===== src/rtl/tmul_pkg.sv =====
// Shared elaboration-time helpers for the truncated multiplier.
// Assumes N <= 31 so the 2N-bit arithmetic fits in a longint.
package tmul_pkg;

    // Bias constant: rounded expected value of the dropped columns, in product units.
    function automatic longint tmul_corr(input int n, input int r, input int k);
        longint e4;
        longint u;
        if (r == 0) begin
            return 0;
        end
        e4 = longint'(r - 1) * (longint'(1) << r) + 1;   // four times the expectation
        u  = longint'(1) << (n - k);
        return ((e4 + 2 * u) >> (n - k + 2)) << (n - k);
    endfunction

    // Largest possible value of the dropped columns.
    function automatic longint tmul_lmax(input int r);
        if (r == 0) begin
            return 0;
        end
        return longint'(r - 1) * (longint'(1) << r) + 1;
    endfunction

endpackage


===== src/rtl/tmul_ppgen.sv =====
// Partial-product matrix generator for a signed N x N product.
// Uses the inverted-MSB sign form: a bit that pairs exactly one sign bit
// with a non-sign bit is complemented. One extra row carries the two
// sign-form constant ones plus the correction constant. Columns below R
// are forced to zero, so they cost no logic. Assumes R <= N-1, which
// means every dropped bit is an ordinary AND term.
module tmul_ppgen #(
    parameter int N = 8,
    parameter int R = 5,
    parameter int K = 2,
    localparam int W = 2 * N,
    localparam int ROWS = N + 1
) (
    input  logic [N-1:0]            mul_a,
    input  logic [N-1:0]            mul_b,
    output logic [ROWS-1:0][W-1:0]  pp_rows
);
    localparam longint CORR   = tmul_pkg::tmul_corr(N, R, K);
    localparam longint CROW_L = (longint'(1) << N) + (longint'(1) << (W - 1)) + CORR;
    localparam logic [63:0] CROW_64 = CROW_L;
    localparam logic [W-1:0] CROW = CROW_64[W-1:0];

    for (genvar j = 0; j < N; j++) begin : g_row
        for (genvar c = 0; c < W; c++) begin : g_col
            if (c < R || c < j || c > j + N - 1) begin : g_empty
                assign pp_rows[j][c] = 1'b0;
            end else if ((c - j == N - 1) != (j == N - 1)) begin : g_inv
                assign pp_rows[j][c] = ~(mul_a[c-j] & mul_b[j]);
            end else begin : g_plain
                assign pp_rows[j][c] = mul_a[c-j] & mul_b[j];
            end
        end
    end

    assign pp_rows[N] = CROW;

endmodule


===== src/rtl/tmul_csa_reduce.sv =====
// Carry-save reduction of ROWS vectors down to a sum and a carry vector.
// Each stage is one 3:2 counter across all columns. Carries out of the
// top column are dropped, which gives arithmetic modulo 2^W.
// Assumes ROWS >= 3.
module tmul_csa_reduce #(
    parameter int W = 16,
    parameter int ROWS = 9
) (
    input  logic [ROWS-1:0][W-1:0] in_rows,
    output logic [W-1:0]           red_sum,
    output logic [W-1:0]           red_cry
);
    logic [ROWS-1:0][W-1:0] st_s;
    logic [ROWS-1:0][W-1:0] st_c;

    assign st_s[1] = in_rows[0];
    assign st_c[1] = in_rows[1];
    assign st_s[0] = '0;
    assign st_c[0] = '0;

    for (genvar t = 2; t < ROWS; t++) begin : g_stage
        // One 3:2 compression of the running pair with the next row.
        assign st_s[t] = st_s[t-1] ^ st_c[t-1] ^ in_rows[t];
        assign st_c[t] = {((st_s[t-1][W-2:0] & st_c[t-1][W-2:0]) |
                           (st_s[t-1][W-2:0] & in_rows[t][W-2:0]) |
                           (st_c[t-1][W-2:0] & in_rows[t][W-2:0])), 1'b0};
    end

    assign red_sum = st_s[ROWS-1];
    assign red_cry = st_c[ROWS-1];

endmodule


===== src/rtl/tmul_final.sv =====
// Final carry-propagate addition, truncation to the top N+K bits, and
// round-to-nearest down to N bits. The carry from the discarded low bits
// still reaches the kept bits.
module tmul_final #(
    parameter int N = 8,
    parameter int K = 2,
    localparam int W = 2 * N,
    localparam int OW = N + K
) (
    input  logic [W-1:0]  fin_sum,
    input  logic [W-1:0]  fin_cry,
    output logic [OW-1:0] fin_trunc,
    output logic [N-1:0]  fin_rnd
);
    // Full-width add; only the upper OW bits are returned.
    function automatic logic [OW-1:0] add_keep(input logic [W-1:0] s, input logic [W-1:0] c);
        logic [W-1:0] tot;
        tot = s + c;
        return tot[W-1:W-OW];
    endfunction

    // Add half of the discarded K-bit weight, then drop K bits.
    function automatic logic [N-1:0] round_k(input logic [OW-1:0] v);
        logic [OW-1:0] tmp;
        tmp = v + (OW'(1) << (K - 1));
        return tmp[OW-1:K];
    endfunction

    assign fin_trunc = add_keep(fin_sum, fin_cry);

    if (K > 0) begin : g_round
        assign fin_rnd = round_k(fin_trunc);
    end else begin : g_pass
        assign fin_rnd = fin_trunc[N-1:0];
    end

endmodule


===== src/rtl/trunc_mul.sv =====
// Truncated signed multiplier top level.
// Assumes 2 <= N <= 31, R <= N-1 and R + K <= N. OUT_REG=1 registers
// both outputs, with a synchronous active-low reset; OUT_REG=0 leaves
// the path combinational.
module trunc_mul #(
    parameter int N = 8,
    parameter int R = 5,
    parameter int K = 2,
    parameter bit OUT_REG = 1'b1
) (
    input  logic             clk,
    input  logic             rst_n,
    input  logic [N-1:0]     op_a,
    input  logic [N-1:0]     op_b,
    output logic [N+K-1:0]   prod,
    output logic [N-1:0]     prod_rnd
);
    localparam int W = 2 * N;
    localparam int ROWS = N + 1;

    logic [ROWS-1:0][W-1:0] rows;
    logic [W-1:0]           csa_s;
    logic [W-1:0]           csa_c;
    logic [N+K-1:0]         trunc_d;
    logic [N-1:0]           rnd_d;

    tmul_ppgen #(.N(N), .R(R), .K(K)) u_ppgen (
        .mul_a  (op_a),
        .mul_b  (op_b),
        .pp_rows(rows)
    );

    tmul_csa_reduce #(.W(W), .ROWS(ROWS)) u_reduce (
        .in_rows(rows),
        .red_sum(csa_s),
        .red_cry(csa_c)
    );

    tmul_final #(.N(N), .K(K)) u_final (
        .fin_sum  (csa_s),
        .fin_cry  (csa_c),
        .fin_trunc(trunc_d),
        .fin_rnd  (rnd_d)
    );

    if (OUT_REG) begin : g_oreg
        // Output register: clear on reset, else capture the new product.
        always_ff @(posedge clk) begin
            if (!rst_n) begin
                prod     <= '0;
                prod_rnd <= '0;
            end else begin
                prod     <= trunc_d;
                prod_rnd <= rnd_d;
            end
        end
    end else begin : g_comb
        assign prod     = trunc_d;
        assign prod_rnd = rnd_d;
    end

endmodule


===== config.mk =====
export PLATFORM = sky130hd
export DESIGN_NAME = trunc_mul
export DESIGN_NICKNAME = d
export VERILOG_FILES = /design/src/rtl/tmul_pkg.sv /design/src/rtl/tmul_ppgen.sv /design/src/rtl/tmul_csa_reduce.sv /design/src/rtl/tmul_final.sv /design/src/rtl/trunc_mul.sv
export SDC_FILE = /design/constraint.sdc
export NUM_CORES = 1
export LEC_CHECK = 0
export ABC_AREA = 1
export CORE_UTILIZATION = 35
export DETAILED_ROUTE_END_ITERATION = 10
export HOLD_SLACK_MARGIN = 0.12
export PLACE_DENSITY = 0.66
export SETUP_SLACK_MARGIN = 0.15
export SLEW_MARGIN = 5
export SYNTH_ARGS = -nofsm -noshare
export SYNTH_HDL_FRONTEND = slang
export SYNTH_SLANG_ARGS = --single-unit

===== constraint.sdc =====
create_clock -name clk -period 6.41 [get_ports clk]
set_input_delay 0.9615 -clock clk [delete_from_list [all_inputs] [get_ports clk]]
set_output_delay 0.9615 -clock clk [all_outputs]
set_load 0.02 [all_outputs]

# Word level (Yosys, flattened, before mapping)
# Index checks and enable logic that the tools add are counted.
# word_totals
register_bits	18
inputBits	18
word_cells	114
# classes
add_sub_neg	2
bitwise_logic	110
# op_table
cell	count
15-bit bitwise OR	12
15-bit bitwise AND	8
16-bit bitwise XOR	6
1-bit bitwise AND	49
15-bit by 11-bit bitwise AND with 15-bit output	2
15-bit by 12-bit bitwise AND with 15-bit output	2
15-bit by 13-bit bitwise AND with 15-bit output	2
15-bit by 14-bit bitwise AND with 15-bit output	2
15-bit by 9-bit bitwise OR with 15-bit output	2
16-bit adder	1
16-bit by 10-bit bitwise XOR with 16-bit output	1
16-bit by 11-bit bitwise XOR with 16-bit output	1
16-bit by 12-bit bitwise XOR with 16-bit output	1
16-bit by 13-bit bitwise XOR with 16-bit output	1
16-bit by 14-bit bitwise XOR with 16-bit output	1
16-bit by 15-bit bitwise XOR with 16-bit output	1
1-bit NOT	14
10-bit by 2-bit adder with 10-bit output, second input constant	1
8-bit by 10-bit bitwise AND with 10-bit output	1
9-bit by 10-bit bitwise AND with 10-bit output	1
8-bit by 9-bit bitwise AND with 9-bit output	1
8-bit by 9-bit bitwise XOR with 9-bit output	1
3-bit NOT	1

# Depth between registers and ports, before layout
# depth
word_depth	25
ltp_mapped	27
ltp_nobuf	26

# Modules after synthesis
# From an unflattened synthesis, not the netlist that was laid out.
# hier_totals
hier_cells	686
hier_area_um2	5285.1
# by_module_without_submodules
mod	instances	cells_per_inst	area_per_inst_um2	seq_area_each_um2
tmul_csa_reduce	1	203	2469.9	0.0
tmul_final	1	240	1219.9	0.0
tmul_ppgen	1	187	1066.0	0.0
trunc_mul	1	56	529.3	360.3

# Worst setup path before layout
# No wires, ideal clock.
# synth_path
kind	input port to flip-flop
start	in op_a[6]
end	reg prod_rnd[7]
setup_time_ns	0.115
t_arrival_ns	5.708
required_ns	6.295
setup_slack_ns	0.587
path_stages	21
path_buffers	1
cell_sequence	clkbuf_1 > nand2_1 > fa_1 > fa_1 > fa_1 > fa_1 > inv_1 > fa_1 > inv_1 > fa_1 > ha_1 > inv_2 > ha_1 > ha_1 > inv_1 > nor2_2 > nand3_1 > nor2_2 > nand3_1 > nand2_1 > nor2_1
# synth_between
word_cells_on_any_way	58
cone_classes	add/sub: 2; bitwise: 56
# synth_lines
item	line	rtl
start, declared	trunc_mul.sv:13	input logic [N-1:0] op_a,
1-bit bitwise AND	tmul_ppgen.sv:30	assign pp_rows[j][c] = mul_a[c-j] & mul_b[j];
8-bit by 9-bit bitwise AND with 9-bit output, or another cell as far along	tmul_csa_reduce.sv:24	assign st_c[t] = {((st_s[t-1][W-2:0] & st_c[t-1][W-2:0]) |
15-bit bitwise OR or 16-bit by 10-bit bitwise XOR with 16-bit output (tied branches)	tmul_csa_reduce.sv:24, tmul_csa_reduce.sv:23	
15-bit bitwise OR, or another cell as far along	tmul_csa_reduce.sv:25	(st_s[t-1][W-2:0] & in_rows[t][W-2:0]) |
16-bit bitwise XOR, or another cell as far along	tmul_csa_reduce.sv:23	assign st_s[t] = st_s[t-1] ^ st_c[t-1] ^ in_rows[t];
16-bit by 11-bit bitwise XOR with 16-bit output, or another cell as far along	tmul_csa_reduce.sv:23	
16-bit bitwise XOR, or another cell as far along	tmul_csa_reduce.sv:23	
16-bit by 12-bit bitwise XOR with 16-bit output, or another cell as far along	tmul_csa_reduce.sv:23	
(+4 left out)	n/a	
16-bit bitwise XOR, or another cell as far along	tmul_csa_reduce.sv:23	
16-bit by 15-bit bitwise XOR with 16-bit output, or another cell as far along	tmul_csa_reduce.sv:23	
15-bit bitwise AND, or another cell as far along	tmul_csa_reduce.sv:24	
15-bit by 9-bit bitwise OR with 15-bit output or 16-bit bitwise XOR (tied branches)	tmul_csa_reduce.sv:24, tmul_csa_reduce.sv:23	
15-bit by 9-bit bitwise OR with 15-bit output or 3-bit NOT (tied branches)	n/a	
16-bit adder *	tmul_final.sv:18	tot = s + c;
via trunc_d[2]	trunc_mul.sv:24	logic [N+K-1:0] trunc_d;
10-bit by 2-bit adder with 10-bit output *	tmul_final.sv:25	tmp = v + (OW'(1) << (K - 1));
end signal, assigned	trunc_mul.sv:54	prod_rnd <= rnd_d;
end, declared	trunc_mul.sv:16	output logic [N-1:0] prod_rnd
# The timed path passes the listed nets; every way through them passes the cells marked *.
# A chain may end at the register's enable or synchronous reset.

# Final worst setup path
# Ends and elaborated chain as after synthesis.

==> out/qor.csv <==
stage,metric,value,unit
outcome,status,finished clean,
sta,minimum clock period,5970,ps
routing,DR iter-0 viols,34,
global_route,antenna violations before repair,0,
cells_and_area,Fillers,619,
worst_hold_path,Hold Path Class,in2reg,
clock_tree,Root Driver,clkbuf_8,
clock_tree,CTS sink count,18,
job,Max Cap Viol,0,
sta,"Hold Violations, Final",0,
clock_tree,TritonCTS Buffers,3,
clock_tree,CTS tree,done,
routing,DRC,0,
floorplanning,Initial Utilization,0.364,
clock_tree,Post CTS Setup Buffer Count,0,
place,dpl hpwl,3240,um
global_route,remaining global-route overflow,0,
sta,setup tns final,0,ps
worst_setup_path,delay of the slowest critical-path stage,540,ps
place,placed inst area,2610,um^2
sta,setup violators final,0,
routing,Vias/cell,4.41,
worst_setup_path,worst endpoint required time,6560,ps
floorplanning,Ports,36,
sta,unrepaired setup endpoints after global routing,no,
cells_and_area,post-route cell area,2720,um^2
global_route,first-pass GRT wire length,6750,um
cells_and_area,"Core Util, Final",0.457,
yosys,register area share after synthesis,0.166,
global_route,routing usage on met1,0.163,
worst_setup_path,slowest CP cell,fa_1,
worst_setup_path,Worst setup SP type,input pin,
global_route,GR peak layer,met2,
cells_and_area,final non-filler cell total,403,
floorplanning,Die Y,80.7,um
clock_tree,"Reg clk slew, reported paths",70,ps
sta,Final Cycle Share,0.932,
yosys,Synth warnings,0,
yosys,Mapped Area,2170,um^2
sta,Slew @ Worst Pin,376,ps
cells_and_area,share of post-route cells with drive strength above 1,0.0945,
clock_tree,clk buf depth,2,
routing,ANT nets after route,0,
global_route,pin count of the biggest net entering global routing,12,
routing,DR WL/cell,9.17,um
clock_tree,CTS resizes,0,
cells_and_area,fin nets,398,
worst_hold_path,Hold Path Cell Cnt,3,
floorplanning,Die Span X,80.7,um
worst_setup_path,Worst setup EP type,flop,
yosys,Yosys cell types,19,
floorplanning,std cell rows,28,
cells_and_area,footprint of the multi-input gates,1560,um^2
sta,maximum clock frequency,0.167,GHz
global_route,total global-route track usage,0.129,
yosys,Synth Register Bits,18,
worst_setup_path,CP Cell Sequence,clkdlybuf4s50_1 -> buf_4 -> nand2_1 -> inv_1 -> ha_1 -> inv_1 -> fa_1 -> fa_1 -> fa_1 -> inv_1 -> fa_1 -> inv_1 -> fa_1 -> ha_1 -> inv_2 -> ha_2 -> ha_2 -> inv_1 -> nor2_4 -> nand3_2 -> nor2_4 -> nand3_1 -> nand2_1 -> nor2_1,
routing,DR pass1 iterations,4,
global_route,routing usage on met3,0.0273,
worst_setup_path,Worst EP arrival,6120,ps
sta,fin. max-slew vios,0,
yosys,Syn Nets,361,
global_route,vias in the first global route,1694,
place,I/O Buffers,35,
sta,Slew HR,0.749,
place,Cells after DPL,399,
clock_tree,H-tree depth,1,
place,RePlAce Congestion,0.785,
routing,via count,1779,
floorplanning,core area,5960,um^2
worst_setup_path,worst-path fanout max,6,
global_route,met2 usage,0.236,
cells_and_area,FF/Latch Area,360,um^2
cells_and_area,Area Overhead vs Synth,25.5,%
routing,final wirelength,3690,um
worst_setup_path,WS Path Type,in2reg,
cells_and_area,n_diodes,0,
yosys,Synth Instances,292,
yosys,Synth Area per Inst,7.42,um^2
clock_tree,Hold Buf Count CTS,0,
floorplanning,area of the die,6510,um^2
-- final timing paths --
kind	startpoint	to	slack [ps]
setup / recovery	op_a[6]	prod_rnd[7]$_SDFF_PN0_	440
hold / removal	rst_n	prod_rnd[7]$_SDFF_PN0_	1530
-- stage by stage --
step                setup slack, ps  hold slack [ps]
detailed placement             53.4             1760
global route                    158             1560
CTS                             315             1520
floorplan                       587             1170
global placement                141             1750
finish                          435             1530
-- critical path, delay by kind of cell --
kind / cells / cell delay [ps]
buffers and inverters: 8 / 920
adders and majority gates: 9 / 3600
and+or+nand+nor: 7 / 610
-- cells in the mapped netlist, drive strengths merged --
cell type / count / area, um^2
nand2: 91 / 357
o21bai: 1 / 7.51
clkbuf: 7 / 26.3
or2: 2 / 12.5
ha: 19 / 238
dfxtp: 18 / 360
nor2: 21 / 88.8
nand3b: 3 / 22.5
a21oi: 9 / 45.0
nand3: 14 / 80.1
fa: 32 / 641
inv: 70 / 263
o21ai: 3 / 15.0
nor3: 2 / 10.0
-- cells by family (layout without fill, tap and decap cells) --
kind of cell               count (synthesis)  after routing  synth area share
and+or+nand+nor                          133            133             0.263
buffers and inverters                     77            113             0.133
DFF                                       18             18             0.166
adders and majority gates                 51             51             0.406
AOI/OAI and AO/OA                         13             13            0.0312
-- sequential cells by signal, indices dropped and copies added (netlist names) --
register and flops:
prod 10, prod_rnd 8
-- metal layers --
metal	wire length (um)	part of all wire
met1	1840	0.50
met2	1750	0.47
met5	0	0
met3	97	0.026
met4	0	0
-- layout by cell type (no fill, tap or decap), types with 2 or more instances in the layout --
master,n
fa_1,29
or2_1,2
nand2_2,7
buf_4,4
dfxtp_1,18
nor2_4,3
nor3_1,2
ha_2,2
nand3b_1,3
nand3_2,3
inv_2,3
nand3_1,11
a21oi_1,9
fa_2,3
inv_1,67
clkdlybuf4s50_1,34
nand2_1,84
clkbuf_8,4
nor2_1,17
ha_1,16
o21ai_1,2
-- final cells by class --
type                            instances  share of cell area
Timing Repair Buffer                   39               0.141
Inverter                               70              0.0966
Clock buffer                            4              0.0202
Multi-Input combinational cell        197               0.575
Tap cell                               75              0.0345
Sequential cell                        18               0.133
Power is left out: the tool's default activity adds up to more than one toggle a clock period on the data nets, which glitch-free logic cannot reach.
